==> config.mk <==
export PLATFORM = sky130hd
export DESIGN_NAME = wordpair_fetch
export DESIGN_NICKNAME = d
export VERILOG_FILES = /design/src/rtl/wpf_pkg.sv /design/src/rtl/wpf_pc_unit.sv /design/src/rtl/wpf_pair_decode.sv /design/src/rtl/wordpair_fetch.sv
export SDC_FILE = /design/constraint.sdc
export NUM_CORES = 1
export LEC_CHECK = 0
export ABC_CLOCK_PERIOD_IN_PS = 4600
export BUFFER_PORTS_ARGS = -buffer_cell sky130_fd_sc_hd__buf_4
export CAP_MARGIN = 20
export CORE_MARGIN = 3
export CORE_UTILIZATION = 45
export DETAILED_ROUTE_END_ITERATION = 7
export GPL_ROUTABILITY_DRIVEN = 0
export PLACE_DENSITY = 0.7
export SKIP_CTS_REPAIR_TIMING = 1
export SYNTH_ARGS = -nofsm -noshare
export SYNTH_HDL_FRONTEND = slang
export SYNTH_HIERARCHICAL = 1
export SYNTH_SLANG_ARGS = --single-unit
==> constraint.sdc <==
create_clock -name clk -period 4.6 [get_ports clk]
set_clock_uncertainty 0.2 [all_clocks]
set_input_delay 0.69 -clock clk [delete_from_list [all_inputs] [get_ports clk]]
set_output_delay 0.69 -clock clk [all_outputs]
set_load 0.01 [all_outputs]
==> src/rtl/wpf_pkg.sv <==
package wpf_pkg;
  typedef enum logic [1:0] {
    CLS_SINGLE = 2'd0,
    CLS_MOVE   = 2'd1,
    CLS_JUMP   = 2'd2,
    CLS_NOP    = 2'd3
  } op_cls_e;

  localparam logic [3:0] PFX_TAIL = 4'hF;  // second word of a pair
  localparam logic [3:0] PFX_MOVE = 4'hC;  // first word of a move pair
  localparam logic [7:0] PFX_JUMP = 8'hEF; // first word of a jump pair
endpackage

==> src/rtl/wpf_pc_unit.sv <==
module wpf_pc_unit #(
  parameter int PC_W   = 21,
  parameter int BOFF_W = 11
) (
  input  logic              clk,
  input  logic              rst,
  input  logic              br_take,
  input  logic [PC_W-1:0]   br_base,
  input  logic [BOFF_W-1:0] br_off,
  input  logic              jmp_take,
  input  logic [PC_W-2:0]   jmp_word,
  output logic [PC_W-1:0]   fetch_pc,
  output logic [PC_W-1:0]   dec_pc,
  output logic              dec_live
);
  localparam logic [PC_W-1:0] STEP = PC_W'(2);
  localparam logic [PC_W-1:0] EVEN = ~PC_W'(1);

  logic [PC_W-1:0] off_bytes, br_tgt, jmp_tgt, pc_next;

  // word offset to byte offset, sign-extended when the PC is wider
  generate
    if (PC_W > BOFF_W) begin : g_sext
      assign off_bytes = {{(PC_W-BOFF_W){br_off[BOFF_W-1]}}, br_off} << 1;
    end else begin : g_trunc
      assign off_bytes = PC_W'(br_off) << 1;
    end
  endgenerate

  assign br_tgt  = (br_base + STEP + off_bytes) & EVEN;
  assign jmp_tgt = {jmp_word, 1'b0};

  always_comb begin
    if (br_take)       pc_next = br_tgt;
    else if (jmp_take) pc_next = jmp_tgt;
    else               pc_next = fetch_pc + STEP;
  end

  always_ff @(posedge clk) begin
    if (rst) begin
      fetch_pc <= '0;
      dec_pc   <= '0;
      dec_live <= 1'b0;
    end else begin
      fetch_pc <= pc_next;
      dec_pc   <= fetch_pc;
      dec_live <= !(br_take || jmp_take);
    end
  end
endmodule

==> src/rtl/wpf_pair_decode.sv <==
module wpf_pair_decode
  import wpf_pkg::*;
#(
  parameter int IW   = 16,
  parameter int PC_W = 21
) (
  input  logic                  clk,
  input  logic                  rst,
  input  logic                  word_live,
  input  logic [IW-1:0]         word,
  input  logic [PC_W-1:0]       word_pc,
  input  logic                  skip_req,
  input  logic                  flush,
  output logic                  jmp_fire,
  output logic [PC_W-2:0]       jmp_word,
  output logic                  out_valid,
  output logic [PC_W-1:0]       out_pc,
  output op_cls_e               out_cls,
  output logic [2*(IW-4)-1:0]   out_opnd,
  output logic                  out_nop
);
  localparam int LIT_W  = IW - 4;
  localparam int OPND_W = 2 * LIT_W;
  localparam int JW     = PC_W - 1;

  logic              pend_q, skip_arm_q;
  logic [IW-1:0]     held_q;
  logic [PC_W-1:0]   held_pc_q;

  logic skip_now, take, drop, use_w;
  logic is_tail, is_move, is_jump, held_jump, opens;
  logic emit;
  op_cls_e            cls_c;
  logic [OPND_W-1:0]  opnd_c;
  logic [PC_W-1:0]    pc_c;

  assign skip_now  = skip_req || skip_arm_q;
  assign take      = word_live && !flush;
  assign drop      = take && skip_now;
  assign use_w     = take && !skip_now;

  assign is_tail   = word[IW-1 -: 4] == PFX_TAIL;
  assign is_move   = word[IW-1 -: 4] == PFX_MOVE;
  assign is_jump   = word[IW-1 -: 8] == PFX_JUMP;
  assign held_jump = held_q[IW-1 -: 8] == PFX_JUMP;
  assign opens     = is_jump || is_move;

  assign jmp_fire  = use_w && pend_q && held_jump;
  assign jmp_word  = JW'({word[LIT_W-1:0], held_q[7:0]});

  always_comb begin
    emit   = 1'b0;
    cls_c  = CLS_SINGLE;
    opnd_c = '0;
    pc_c   = word_pc;
    if (use_w) begin
      if (pend_q) begin
        emit = 1'b1;
        pc_c = held_pc_q;
        if (held_jump) begin
          cls_c  = CLS_JUMP;
          opnd_c = OPND_W'({word[LIT_W-1:0], held_q[7:0]});
        end else begin
          cls_c  = CLS_MOVE;
          opnd_c = {held_q[LIT_W-1:0], word[LIT_W-1:0]};
        end
      end else if (!opens) begin
        emit = 1'b1;
        if (is_tail) begin
          cls_c = CLS_NOP;
        end else begin
          cls_c  = CLS_SINGLE;
          opnd_c = OPND_W'(word);
        end
      end
    end
  end

  always_ff @(posedge clk) begin
    if (rst) begin
      pend_q     <= 1'b0;
      skip_arm_q <= 1'b0;
      held_q     <= '0;
      held_pc_q  <= '0;
      out_valid  <= 1'b0;
      out_pc     <= '0;
      out_cls    <= CLS_SINGLE;
      out_opnd   <= '0;
      out_nop    <= 1'b0;
    end else begin
      out_valid <= emit;
      if (emit) begin
        out_pc   <= pc_c;
        out_cls  <= cls_c;
        out_opnd <= opnd_c;
        out_nop  <= (cls_c == CLS_NOP);
      end

      if (flush || drop || skip_req)
        pend_q <= 1'b0;
      else if (use_w)
        pend_q <= !pend_q && opens;

      if (use_w && !pend_q && opens) begin
        held_q    <= word;
        held_pc_q <= word_pc;
      end

      if (flush || drop || jmp_fire)
        skip_arm_q <= 1'b0;
      else if (skip_req)
        skip_arm_q <= 1'b1;
    end
  end
endmodule

==> src/rtl/wordpair_fetch.sv <==
module wordpair_fetch
  import wpf_pkg::*;
#(
  parameter int PC_W   = 21,
  parameter int IW     = 16,
  parameter int BOFF_W = 11
) (
  input  logic                 clk,
  input  logic                 rst,
  output logic [PC_W-1:0]      imem_addr,
  input  logic [IW-1:0]        imem_rdata,
  input  logic                 br_req,
  input  logic [BOFF_W-1:0]    br_off,
  input  logic                 skip_req,
  output logic                 out_valid,
  output logic [PC_W-1:0]      out_pc,
  output logic [1:0]           out_cls,
  output logic [2*(IW-4)-1:0]  out_opnd,
  output logic                 out_nop
);
  logic            jmp_fire;
  logic [PC_W-2:0] jmp_word;
  logic [PC_W-1:0] dec_pc;
  logic            dec_live;
  op_cls_e         cls_q;

  wpf_pc_unit #(.PC_W(PC_W), .BOFF_W(BOFF_W)) u_pc (
    .clk      (clk),
    .rst      (rst),
    .br_take  (br_req),
    .br_base  (out_pc),
    .br_off   (br_off),
    .jmp_take (jmp_fire),
    .jmp_word (jmp_word),
    .fetch_pc (imem_addr),
    .dec_pc   (dec_pc),
    .dec_live (dec_live)
  );

  wpf_pair_decode #(.IW(IW), .PC_W(PC_W)) u_dec (
    .clk       (clk),
    .rst       (rst),
    .word_live (dec_live),
    .word      (imem_rdata),
    .word_pc   (dec_pc),
    .skip_req  (skip_req),
    .flush     (br_req),
    .jmp_fire  (jmp_fire),
    .jmp_word  (jmp_word),
    .out_valid (out_valid),
    .out_pc    (out_pc),
    .out_cls   (cls_q),
    .out_opnd  (out_opnd),
    .out_nop   (out_nop)
  );

  assign out_cls = cls_q;
endmodule

======== Word level (Yosys, flattened, before mapping) ========
Cells that the tools add are included.
storage, ports and cells
  logic and storage cells ................. 59
  input bits .............................. 31
  output and inout bits ................... 70
  register bits ........................... 131
cells by class
  eq/ne operators ......................... 5
  reductions and logical operators ........ 21
  add/sub/neg operators ................... 3
  mux-type cells .......................... 17
operators by type and width
  kind                     number
  $mux W24                 4
  $mux W21                 4
  $add A21 B2 Y21 const B  2
  $add A21 B21 Y21         1
  $eq A8 B8 Y1 const B     2
  $mux W16                 1
  $mux W2                  5
  $eq A4 B4 Y1 const B     2
  $logic_and A1 B1 Y1      8
  $logic_or A1 B1 Y1       6
  $logic_not A1 Y1         4
  $reduce_or A2 Y1         2
  $mux W1                  3
  $reduce_or A3 Y1         1
  $eq A2 B2 Y1 const B     1

======== Depth between registers and ports, before layout ========
  depth in word-level cells ............... 7
  gate-level depth with buffers ........... 12

======== By module ========
Netlist, hierarchy kept.
modules (own cells, without submodules)
  module           area each (um2)  cells an instance  instances
  wpf_pair_decode  3,885.0          454                1
  wpf_pc_unit      2,975.4          349                1

======== Worst setup path before layout ========
Ideal clock, no wire load.
  kind .................................... input-to-reg
  start point ............................. input port br_off[10]
  end point ............................... register u_pc.fetch_pc[20]
  stages .................................. 8
  arrival ................................. 2.872 ns
  setup slack ............................. 1.394 ns
  setup time .............................. 0.134 ns
  required time ........................... 4.266 ns
  cell sequence ........................... ha_1 -> ha_1 -> a21o_1 -> a21o_1 -> a221o_1 -> a311oi_2 -> nor4_1 -> or4_1
on the way
  cells in the longest elaborated chain, start to end .. 2
ends and longest elaborated chain
  what                  line                  source
  start, declared       wordpair_fetch.sv:13  input logic [BOFF_W-1:0] br_off,
  $add A21 B21 Y21      wpf_pc_unit.sv:30     assign br_tgt = (br_base + STEP + off_bytes) & EVEN;
  $mux W21              wpf_pc_unit.sv:34     if (br_take) pc_next = br_tgt;
  end signal, assigned  wpf_pc_unit.sv:45     fetch_pc <= pc_next;
  end, declared         wpf_pc_unit.sv:12     output logic [PC_W-1:0] fetch_pc,
No other way between the ends.
A chain may end at the register's enable or synchronous reset.

======== Worst setup path in the final report ========
Same ends and word-level chain as after synthesis.

==> impl_metrics.yaml <==
final_layout:
  final_cell_mix: "129 x dfxtp_1, 108 x buf_4, 91 x a21oi_1, 85 x nand2_1, 58 x o21ai_0"
  fillers: 1342
  n_antenna_cell: 0
  fin_cells: 1048
  fin_nets: 921
  area_growth_pct: 19.17
  final_common_cell: "dfxtp_1"
  drive_above_1_share_pct: 17.94
timing:
  setup_viol: 0
  hold_slack_ns: 0.2456
  max_slew_margin_pct: 29.07
  min_period_ns: 3.222
  rsz0062_at_grt: "no"
  fin_ws_ns: 1.378
  report.final.slew_viol_count: 0
  tns_ns: 0
  fin_crit_sh_pct: 70.05
  finalHoldViolations: 0
  timing.fmax_mhz: 310.3
  worst_slew_pin_slew_ns: 1.064
clock_network:
  cts_buffer_depth: 2
  cts_root_buf: "clkbuf_16"
  cts_max_level: 4
  cts_tree: "done"
  clk_pin_slew_ns: 0.06
  insertion_delay_ns: 0.42
  cts_buffers: 17
  cts_sinks: 129
power:
  power.leakage_nw: 3.325
  ir_drop_mv: 0.3200
  p_comb_share_pct: 10.0
  power_switching_mw: 0.7314
  internal-power_mw: 2.315
  powerDensity_nw_per_um2: 372.6
  swShare_pct: 24.01
  p_clk_share_pct: 50.6
  seqPwrFrac_pct: 39.3
min_path:
  min_path_type: "reg2reg"
  hold-path-endpoint: "u_dec/held_pc_q[20]"
  holdPathStages: 2
  hp-start: "u_pc/dec_pc[20]"
worst_setup_path:
  worst-r2r-setup-slack_ns: 1.52
  start_kind: "input pin"
  cpPeakStageDelay_ns: 0.54
  arrival_ns: 3.31
  cp-end-kind: "flop"
  cp_slowest_cell: "or4_1"
  crit_path_start: "br_off[10]"
  r2r_start: "u_dec/out_pc[11]"
  path_cells: "buf_4, ha_1, ha_1, a21o_1, a21o_1, a221o_1, a311oi_2, nor4_1, or4_1"
  crit_fanout: 10
  rr_worst_depth: 8
  regToRegEndpoint: "u_pc/fetch_pc[20]"
  path_class: "in2reg"
  required_ns: 4.69
die:
  dieArea_um2: 16760
  die_y_um: 129.5
  core_um2: 14700
  ios: 101
  initial_core_util_pct: 46.67
  row_count: 44
  die_x_um: 129.5
detailed_routing:
  drc: 0
  vias: 6252
  routed_via_density: 5.966
  avgRoutedWirePerCell_um: 19.36
  dr.first_iter.drc_count: 597
  dr.pass1.iters: 5
  wirelength_um: 20290
  drtAntennaViolNets: 0
grt:
  grt_max_degree: 58
  grt-ovfl-total: 0
  antenna_found_initial: 0
  grtUsageTotal_pct: 24.33
  grt_pass1_vias: 5837
  grt_first_pass_wirelength_um: 31820
synthesis:
  async_flop_share_pct: 0
  ys_seq_area_share_pct: 37.64
  yosysUniqueCellTypes: 63
  ys_ff_latch: 129
  synth_top_area_cell: "dfxtp_1"
  synth.avg_cell_area_um2: 8.543
  yosysWarnings: 6
  synth_edf_count: 0
  syn_area_um2: 6860
  ys_top_cells_by_area: "dfxtp_1 38%, ha_1 6.9%, a21oi_1 6.6%"
  synthFlopType: "dfxtp_1"
  synthCells: 803
  synth_top_area_share_pct: 37.64
placed_design:
  place_ws_ns: 1.028
  dp_cells: 1016
  io_buffers: 99
  hpwl_um: 13580
run_status:
  status: "completed"
job:
  drv_cap: 0
[critical path: cells and delay by family]
family                     cells  cell delay [ns]
and+or+nand+nor                2             0.66
buffers and inverters          1             0.16
AOI/OAI and AO/OA              4             1.12
adders and majority gates      2             0.67
[kinds of logic (layout without fill, tap and decap cells)]
group,count (synthesis),in the layout,share of synthesized area [%]
other,1,2,0.05466
and+or+nand+nor,240,240,17.65
xor gates and xnor gates,26,26,3.319
buffers and inverters,94,154,6.876
AOI/OAI and AO/OA,248,248,23.44
muxes,26,26,3.794
DFF,129,129,37.64
adders and majority gates,39,39,7.222
[cell type report]
type | count | area [um2] | area share, %
inverters | 14 | 52.55 | 0.6428
clock inverters | 13 | 231.5 | 2.831
flip-flops and latches | 129 | 2582 | 31.59
repair buffers | 108 | 810.8 | 9.917
well taps | 184 | 230.2 | 2.816
multi-input cells | 581 | 3825 | 46.79
clock buffers | 19 | 442.9 | 5.418
[Yosys cell counts, drive strengths merged (7+ instances only)]
library cell and number:
xor2 16, buf 35, xnor2 10, a21o 14, nand4 13, ha 38, nand2 85, and4 10
nand3 33, clkbuf 45, nor2 35, a311oi 27, nor2b 22, mux2i 26, inv 13, a211oi 7
dfxtp 129, a21oi 92, o21ai 58, and3 7, o2bb2ai 16
[worst max-delay path by stage]
stage | slack (ns) | cells past startpoint | to
floorplan | 1.39 | 8 | u_pc/fetch_pc[20]
global route | 1.28 | 9 | u_pc/fetch_pc[20]
detailed placement | 1.03 | 9 | u_pc/fetch_pc[20]
global placement | 1.08 | 9 | u_pc/fetch_pc[20]
CTS | 1.43 | 9 | u_pc/fetch_pc[20]
finish | 1.38 | 9 | u_pc/fetch_pc[20]
[state kept, by name (all words and copies together), names as in the netlist]
register and flops:
u_dec/out_opnd 24, u_dec/held_pc_q 21, u_dec/out_pc 21, u_pc/dec_pc 20, u_pc/fetch_pc 20, u_dec/held_q 16
u_dec/out_cls 2, u_dec/out_nop 1, u_dec/out_valid 1, u_dec/pend_q 1, u_dec/skip_arm_q 1, u_pc/dec_live 1
[power groups by stage]
stage	logic [mW]	clock network (mW)	registers, mW
after floorplan	0.182	0	1.22
after global routing	0.336	1.60	1.20
after CTS	0.304	1.56	1.20
after detailed placement	0.301	0	1.22
after global placement	0.298	0	1.22
final	0.306	1.54	1.20
[layer usage]
| layer | track usage [%] | part of all wire, % |
|---|---|---|
| met5 | 0 | 0 |
| met4 | 8.985 | 2.2 |
| met3 | 4.204 | 5.6 |
| met2 | 38.26 | 46 |
| met1 | 33.65 | 46 |
[per-stage QoR]
| step | cell area, um2 | total power [mW] | utilization (%) |
|---|---|---|---|
| final | 8175 | 3.047 | 55.62 |
| after global routing | 8175 | 3.140 | 55.62 |
| after CTS | 8175 | 3.058 | 55.62 |
| after detailed placement | 7501 | 1.523 | 51.03 |
| after global placement | 7501 | 1.521 | 51.03 |
| after floorplan | 6864 | 1.397 | - |
Power figures use the tool's default switching activity.
